<file path="src/rtl/rr_split_datapath.sv">
module rr_split_datapath #(
  parameter int N = 4,
  parameter int W = 8
) (
  input  logic         clk,
  input  logic         rst,
  input  logic [W-1:0] in_a,
  input  logic [W-1:0] in_b,
  input  logic [W-1:0] in_c,
  input  logic         in_vld,
  output logic [W:0]   out_sum,
  output logic         out_gt,
  output logic         out_vld
);
  localparam int PW = (N > 1) ? $clog2(N) : 1;
  localparam logic [PW-1:0] LAST = PW'(N - 1);

  logic [PW-1:0] ph, sel;
  logic [W-1:0]  iq_a, iq_b, iq_c;
  logic          iq_v;
  logic [N-1:0]  ld;

  logic [W-1:0]  cp_a [N];
  logic [W-1:0]  cp_b [N];
  logic [W-1:0]  cp_c [N];
  logic [N-1:0]  cp_v;
  logic [W:0]    rs_sum [N];
  logic [N-1:0]  rs_gt;
  logic [N-1:0]  rs_v;
  logic [N-1:0]  prm;

  always_ff @(posedge clk) begin
    if (rst) ph <= '0;
    else     ph <= (ph == LAST) ? '0 : ph + PW'(1);
  end

  always_ff @(posedge clk) begin
    iq_a <= in_a;
    iq_b <= in_b;
    iq_c <= in_c;
    iq_v <= rst ? 1'b0 : in_vld;
  end

  for (genvar k = 0; k < N; k++) begin : g_ld
    assign ld[k] = (ph == PW'(k));
  end

  always_ff @(posedge clk) begin
    for (int k = 0; k < N; k++) begin
      if (ld[k]) begin
        cp_a[k]   <= iq_a;
        cp_b[k]   <= iq_b;
        cp_c[k]   <= iq_c;
        rs_sum[k] <= {1'b0, cp_a[k]} + {1'b0, cp_b[k]};
        rs_gt[k]  <= ({1'b0, cp_a[k]} + {1'b0, cp_b[k]}) > {1'b0, cp_c[k]};
      end
    end
  end

  always_ff @(posedge clk) begin
    if (rst) begin
      cp_v <= '0;
      rs_v <= '0;
      prm  <= '0;
    end else begin
      for (int k = 0; k < N; k++) begin
        if (ld[k]) begin
          cp_v[k] <= iq_v;
          rs_v[k] <= cp_v[k];
          prm[k]  <= prm[k] | iq_v;
        end
      end
    end
  end

  assign sel     = (ph == '0) ? LAST : ph - PW'(1);
  assign out_sum = rs_sum[sel];
  assign out_gt  = rs_gt[sel];
  assign out_vld = rs_v[sel] & (&prm);

  AST_PHASE_WRAP: assert property (@(posedge clk) disable iff (rst)
    (ph == LAST) |=> (ph == '0));
  AST_PHASE_STEP: assert property (@(posedge clk) disable iff (rst)
    (ph != LAST) |=> (ph == $past(ph) + PW'(1)));
  AST_ONE_LOADER: assert property (@(posedge clk) disable iff (rst)
    $onehot0(ld));
  AST_RESET_QUIET: assert property (@(posedge clk)
    rst |=> !out_vld);

  for (genvar k = 0; k < N; k++) begin : g_hold
    AST_COPY_HOLD: assert property (@(posedge clk) disable iff (rst)
      (ph != PW'(k)) |=> ($stable(rs_sum[k]) && $stable(cp_a[k]) && $stable(cp_c[k])));
  end
endmodule

</file>
<file path="config.mk">
export PLATFORM = sky130hd
export DESIGN_NAME = rr_split_datapath
export DESIGN_NICKNAME = d
export VERILOG_FILES = /design/src/rtl/rr_split_datapath.sv
export SDC_FILE = /design/constraint.sdc
export NUM_CORES = 1
export LEC_CHECK = 0
export BUFFER_PORTS_ARGS = -buffer_cell sky130_fd_sc_hd__buf_2
export CORE_MARGIN = 5
export CORE_UTILIZATION = 60
export CTS_CLUSTER_SIZE = 24
export DETAILED_ROUTE_END_ITERATION = 8
export HOLD_SLACK_MARGIN = 0.02
export PLACE_DENSITY_LB_ADDON = 0.15
export SYNTH_ARGS = -nofsm -noshare
export SYNTH_HDL_FRONTEND = slang
export SYNTH_SLANG_ARGS = --single-unit
</file>
<file path="constraint.sdc">
create_clock -name clk -period 4.73 [get_ports clk]
set_clock_uncertainty 0.05 [all_clocks]
set_input_delay 0.2365 -clock clk [delete_from_list [all_inputs] [get_ports clk]]
set_output_delay 0.2365 -clock clk [all_outputs]
set_load 0.02 [all_outputs]
</file>
== Word-level counts from Yosys, hierarchy flattened ==
Memory sizes are Yosys's and may differ from the RTL's.
Cells that the tools add are included.
W data, S select, Z words.

* Flip-flop bits (word level): 43
* Bits in writable memories: 132
* Output and inout port bits: 11
* Logic and storage cells: 108
* Memories kept: 4

* Add/sub/neg operators: 6
* Order comparisons: 5
* Equal/unequal tests: 3
* Multiplexer cells: 49
* Bitwise logic cells: 5
* Reductions and logical operators: 15

{| class="wikitable"
|+ Memories
! name !! words !! bits a word !! read ports !! clocked after memory_dff !! write ports !! line !! text
|-
| rs_sum || 4 || 9 || 1 || 0 || 1 || 27 || <nowiki>logic [W:0] rs_sum [N];</nowiki>
|-
| cp_a || 4 || 8 || 4 || 0 || 1 || 23 || <nowiki>logic [W-1:0] cp_a [N];</nowiki>
|-
| cp_b || 4 || 8 || 4 || 0 || 1 || 24 || <nowiki>logic [W-1:0] cp_b [N];</nowiki>
|-
| cp_c || 4 || 8 || 4 || 0 || 1 || 25 || <nowiki>logic [W-1:0] cp_c [N];</nowiki>
|}

{| class="wikitable"
|+ Operators with widths
! kind !! number
|-
| $mux W8 || 9
|-
| $reduce_or A8 Y1 || 9
|-
| $add A8 B8 Y9 || 4
|-
| $gt A9 B8 Y1 || 4
|-
| $mux W9 || 3
|-
| $reduce_or A9 Y1 || 3
|-
| $mux W2 || 13
|-
| $mux W1 || 22
|-
| $bmux W1 S2 || 2
|-
| $eq A2 B2 Y1 const B || 2
|-
| $or A1 B1 Y1 || 4
|-
| $reduce_and A4 Y1 || 1
|-
| $lt A2 B3 Y1 const B || 1
|-
| $add A2 B1 Y2 const B || 1
|-
| $eq A2 B1 Y1 const B || 1
|-
| $logic_not A2 Y1 || 1
|-
| $reduce_or A2 Y1 || 1
|-
| $sub A2 B1 Y2 const B || 1
|-
| $and A1 B1 Y1 || 1
|}

== Longest topological paths before layout ==
* Depth after elaboration: 7
* Depth in mapped cells: 12
* Depth with buffers taken out: 12

== Least setup slack after synthesis ==
Ideal clock, no wire load.

* Path type: reg-to-reg
* Start point: memory cp_b[2][0]
* End point: register rs_gt[2] (data pin)
* Setup time: 0.266 ns
* Arrival time: 2.624 ns
* Required time: 4.414 ns
* Slack: 1.791 ns
* Cell stages (with the launch flop): 13
* Buffers on the path: 0
* Clock period less this slack: 2.939 ns
* Cell sequence: edfxtp_1 ha_1 fa_1 a21o_1 a21oi_2 o21bai_1 a21oi_1 xnor2_1 ha_1 a2111oi_0 o21ai_0 a21oi_1 o22ai_1

{| class="wikitable"
|+ RTL lines
! element !! line !! text
|-
| start, declared || 24 ||
|-
| end signal, assigned by index || 55 || <nowiki>rs_gt[k] <= ({1'b0, cp_a[k]} + {1'b0, cp_b[k]}) > {1'b0, cp_c[k]};</nowiki>
|-
| end, declared || 28 || <nowiki>logic [N-1:0] rs_gt;</nowiki>
|}

== Worst setup path after layout ==
* Start point: register ph[0]
* End point: output port out_sum[7]

* Cells in the longest elaborated chain, start to end: 3
* Elaborated cells between the ends (all ways): 4
* Those cells by class: add/sub: 1; mux: 1; reduce/logical: 1; memory: 1

{| class="wikitable"
|+ RTL lines
! element !! line !! text
|-
| start, declared || 18 || <nowiki>logic [PW-1:0] ph, sel;</nowiki>
|-
| start signal, assigned || 34 || <nowiki>else ph <= (ph == LAST) ? '0 : ph + PW'(1);</nowiki>
|-
| $sub A2 B1 Y2 or $logic_not A2 Y1 (tied branches) || 76 || <nowiki>assign sel = (ph == '0) ? LAST : ph - PW'(1);</nowiki>
|-
| $mux W2 * || 76 ||
|-
| $mem_v2 Z4 W9 * || n/a ||
|-
| end, declared || 11 || <nowiki>output logic [W:0] out_sum,</nowiki>
|}

Mark *: on every way between the ends. The rest lies on a longest branch, timed or not.

==> flow_metrics.env <==
export IMPL_avgRoutedWirePerCell_um=19.6
export IMPL_criticalPathCategory="flip-flop to output port"
export IMPL_crit_arrival_ns=3.19
export IMPL_r2r_end="rs_gt[2]$_DFFE_PN_"
export IMPL_layout_drive_gt1_share_pct=15.9
export IMPL_grt_pass1_vias=4208
export IMPL_die_width_um=121
export IMPL_relSlewSlack_pct=29.0
export IMPL_worstSkewPairLatency_ns=0.42
export IMPL_cp_end_kind="output port"
export IMPL_htree_levels=4
export IMPL_worstHoldPathType="input port to flip-flop"
export IMPL_worst_r2r_cell_count=12
export IMPL_grt_first_pass_wirelength_um=22200
export IMPL_yosys_cell_types_count=38
export IMPL_max_freq_mhz=287
export IMPL_netlist_instances=475
export IMPL_core_area_mm2=0.0120
export IMPL_overflow=0
export IMPL_crit_start="ph[0]$_SDFF_PP0_"
export IMPL_drc=0
export IMPL_cts_root_buf="clkbuf_16"
export IMPL_die_h_um=121
export IMPL_synthArstFlopShare_pct=0
export IMPL_syn_area_per_cell_um2=15.4
export IMPL_p_int_mw=2.99
export IMPL_clockBufferDepth=2
export IMPL_whs_endpoint="rs_v[1]$_SDFFE_PP0P_"
export IMPL_num_vias=4120
export IMPL_r2r_start="cp_b[2][0]$_DFFE_PN_"
export IMPL_antenna_found_initial=0
export IMPL_p_per_area_mw_per_mm2=477
export IMPL_holdCritStartpoint="rst"
export IMPL_io_pins=38
export IMPL_p_sw_share_pct=26.8
export IMPL_worstPathRequired_ns=4.44
export IMPL_period_share_pct=73.6
export IMPL_dp_hpwl_um=9940
export IMPL_die_area_mm2=0.0145
export IMPL_cts_resized=0
export IMPL_rsz0062_at_grt="no"
export IMPL_cts_sinks=175
export IMPL_syn_to_final_growth_pct=16.8
export IMPL_grt_max_degree=40
export IMPL_initial_core_util_pct=61.0
export IMPL_syn_area_mm2=0.00733
export IMPL_ant_nets=0
export IMPL_final_nets=652
export IMPL_p_comb_share_pct=18.8
export IMPL_synth_edff_count=136
export IMPL_critPathLaunchType="flip-flop"
export IMPL_r2r_slack_ns=1.28
export IMPL_p_leak_nw=3.42
export IMPL_dr_pass1_iters=6
export IMPL_period_minus_slack_ns=3.48
export IMPL_diodes=0
export IMPL_cts_inserted_buffers=17
export IMPL_via_per_inst=5.78
export IMPL_synth_fp_nets=574
export IMPL_power_frac_clock_pct=34.2
export IMPL_ys_seq_area_share_pct=66.4
export IMPL_path_max_fanout=38
export IMPL_slew_violations=0
export IMPL_gp_congestion=0.860
export IMPL_io_buffers=37
export IMPL_wirelength_um=13900
export IMPL_status="finished clean"
export IMPL_cts_tree="done"
export IMPL_num_rows=40
export IMPL_grtUsageTotal_pct=20.8
export IMPL_yosysWarnings=0
export IMPL_hold_viol=0
export IMPL_power_switching_mw=1.09
export IMPL_power_frac_seq_pct=47.0
export IMPL_setup_viol=0
export IMPL_hold_depth=2
export IMPL_drt_iter0_markers=264
export IMPL_clk_pin_slew_ns=0.07
export IMPL_setup_tns_final_ns=0
export IMPL_total_power_mw=4.08
export IMPL_synth_flop_cell="edfxtp_1"
export IMPL_max_cap_violations=0
export IMPL_ir_worst_vdd_v=0.000324
export IMPL_synth_seq_cells=175
export IMPL_worst_slew_pin_slew_ns=1.06
## power by group through the flow
stage	clock network [mW]	registers (mW)	logic, mW
floorplan	0	1.92	0.520
global placement	0	1.94	0.720
detailed placement	0	1.95	0.742
CTS	1.41	1.92	0.764
global route	1.48	1.93	0.843
finish	1.40	1.92	0.766
## layer usage
| layer | global-route usage (%) | share of wire [%] | vias to the layer above |
|---|---|---|---|
| li1 | - | - | 1943 |
| met2 | 34.0 | 49 | 126 |
| met5 | 0 | 0 | - |
| met1 | 27.5 | 44 | 2021 |
| met4 | 7.44 | 2.0 | 0 |
| met3 | 4.68 | 5.0 | 30 |
## critical path, stage by stage (launching register included)
cell,delay (ns)
dfxtp_1,0.39
inv_1,0.10
ha_2,0.52
nor2_1,0.71
buf_4,0.35
mux4_2,0.52
buf_2,0.17
## layout by cell type, fill, tap and decap left out, types with 5 or more instances in the layout
master	netlist	routed
edfxtp_1	136	136
ha_1	68	64
inv_1	39	39
dfxtp_1	39	39
buf_2	0	37
nor2_1	30	30
dlygate4sd3_1	0	25
a21oi_1	24	24
clkbuf_16	0	21
a21o_1	15	15
xnor2_1	15	15
o21ai_0	12	12
mux4_2	11	11
o21bai_1	10	10
xor2_1	9	9
mux2i_1	8	8
nand4_1	7	7
nand2_1	5	5
o21a_1	5	5
a211oi_1	5	5
inv_6	0	5
## through the flow
step	worst slack [ns]	hold WS (ns)	cells	util, %	area [µm²]
4_1_cts	1.17	0.0840	713	71.3	8560
3_5_place_dp	1.40	0.290	656	64.1	7700
2_1_floorplan	1.79	0.214	475	-	7330
5_1_grt	1.02	0.109	713	71.3	8560
6_report	1.25	0.0938	713	71.3	8560
3_3_place_gp	1.57	0.288	656	64.1	7700
## registers in the layout, summed over array words and instances (netlist names)
register  flops
rs_sum       36
cp_a         32
cp_b         32
cp_c         32
iq_a          8
iq_b          8
iq_c          8
cp_v          4
prm           4
rs_gt         4
rs_v          4
ph            2
iq_v          1
## how the worst max path moves through the flow
| stage | end | slack, ns |
|---|---|---|
| after global routing | out_sum[4] | 1.02 |
| after CTS | out_sum[7] | 1.17 |
| final | out_sum[7] | 1.25 |
| after detailed placement | rs_gt[2]$_DFFE_PN_ | 1.40 |
| after floorplan | rs_gt[2]$_DFFE_PN_ | 1.79 |
| after global placement | rs_gt[3]$_DFFE_PP_ | 1.57 |
## logic make-up after synthesis
group	Yosys count	synth area share [%]
xor+xnor	24	2.87
simple gates	56	3.62
fa+ha+maj	72	12.7
flops	175	66.4
buf+inv	43	2.25
compound gates	86	7.72
mux	19	4.47
## synth_stat cells, types with 2 or more instances
library cell | count | share of area [%]
clkbuf_1 | 2 | 0.10
a21oi_1 | 24 | 1.6
nand2_1 | 5 | 0.26
o22ai_1 | 3 | 0.26
xnor2_1 | 15 | 1.8
xor2_1 | 9 | 1.1
a21oi_2 | 3 | 0.36
o21a_1 | 5 | 0.51
mux4_2 | 11 | 3.4
edfxtp_1 | 136 | 56
o21ai_0 | 12 | 0.82
nor3_1 | 2 | 0.14
inv_1 | 39 | 2.0
nand3_1 | 4 | 0.27
a211oi_1 | 5 | 0.51
o211ai_1 | 2 | 0.20
nor2_1 | 30 | 1.5
dfxtp_1 | 39 | 11
o21bai_1 | 10 | 1.0
nand4_1 | 7 | 0.60
nor2b_1 | 3 | 0.26
fa_1 | 4 | 1.1
a2111oi_0 | 2 | 0.24
mux2i_1 | 8 | 1.1
ha_1 | 68 | 12
a21o_1 | 15 | 1.5
## repair_timing
| item | in CTS | in global routing |
|---|---|---|
| setup endpoints to repair | 0 | 0 |
| hold buffers | 25 | 0 |
| setup buffers | 0 | 0 |
| endpoints found under the hold margin | 25 | 0 |
## area by class of cell
type | count | area, µm²
well taps | 147 | 184
inverters | 39 | 146
multi-input cells | 257 | 2310
fillers | 802 | 3450
clock inverters | 10 | 78.8
clock buffers | 22 | 533
repair buffers | 63 | 443
flip-flops and latches | 175 | 4860
Power figures use the tool's default switching activity.
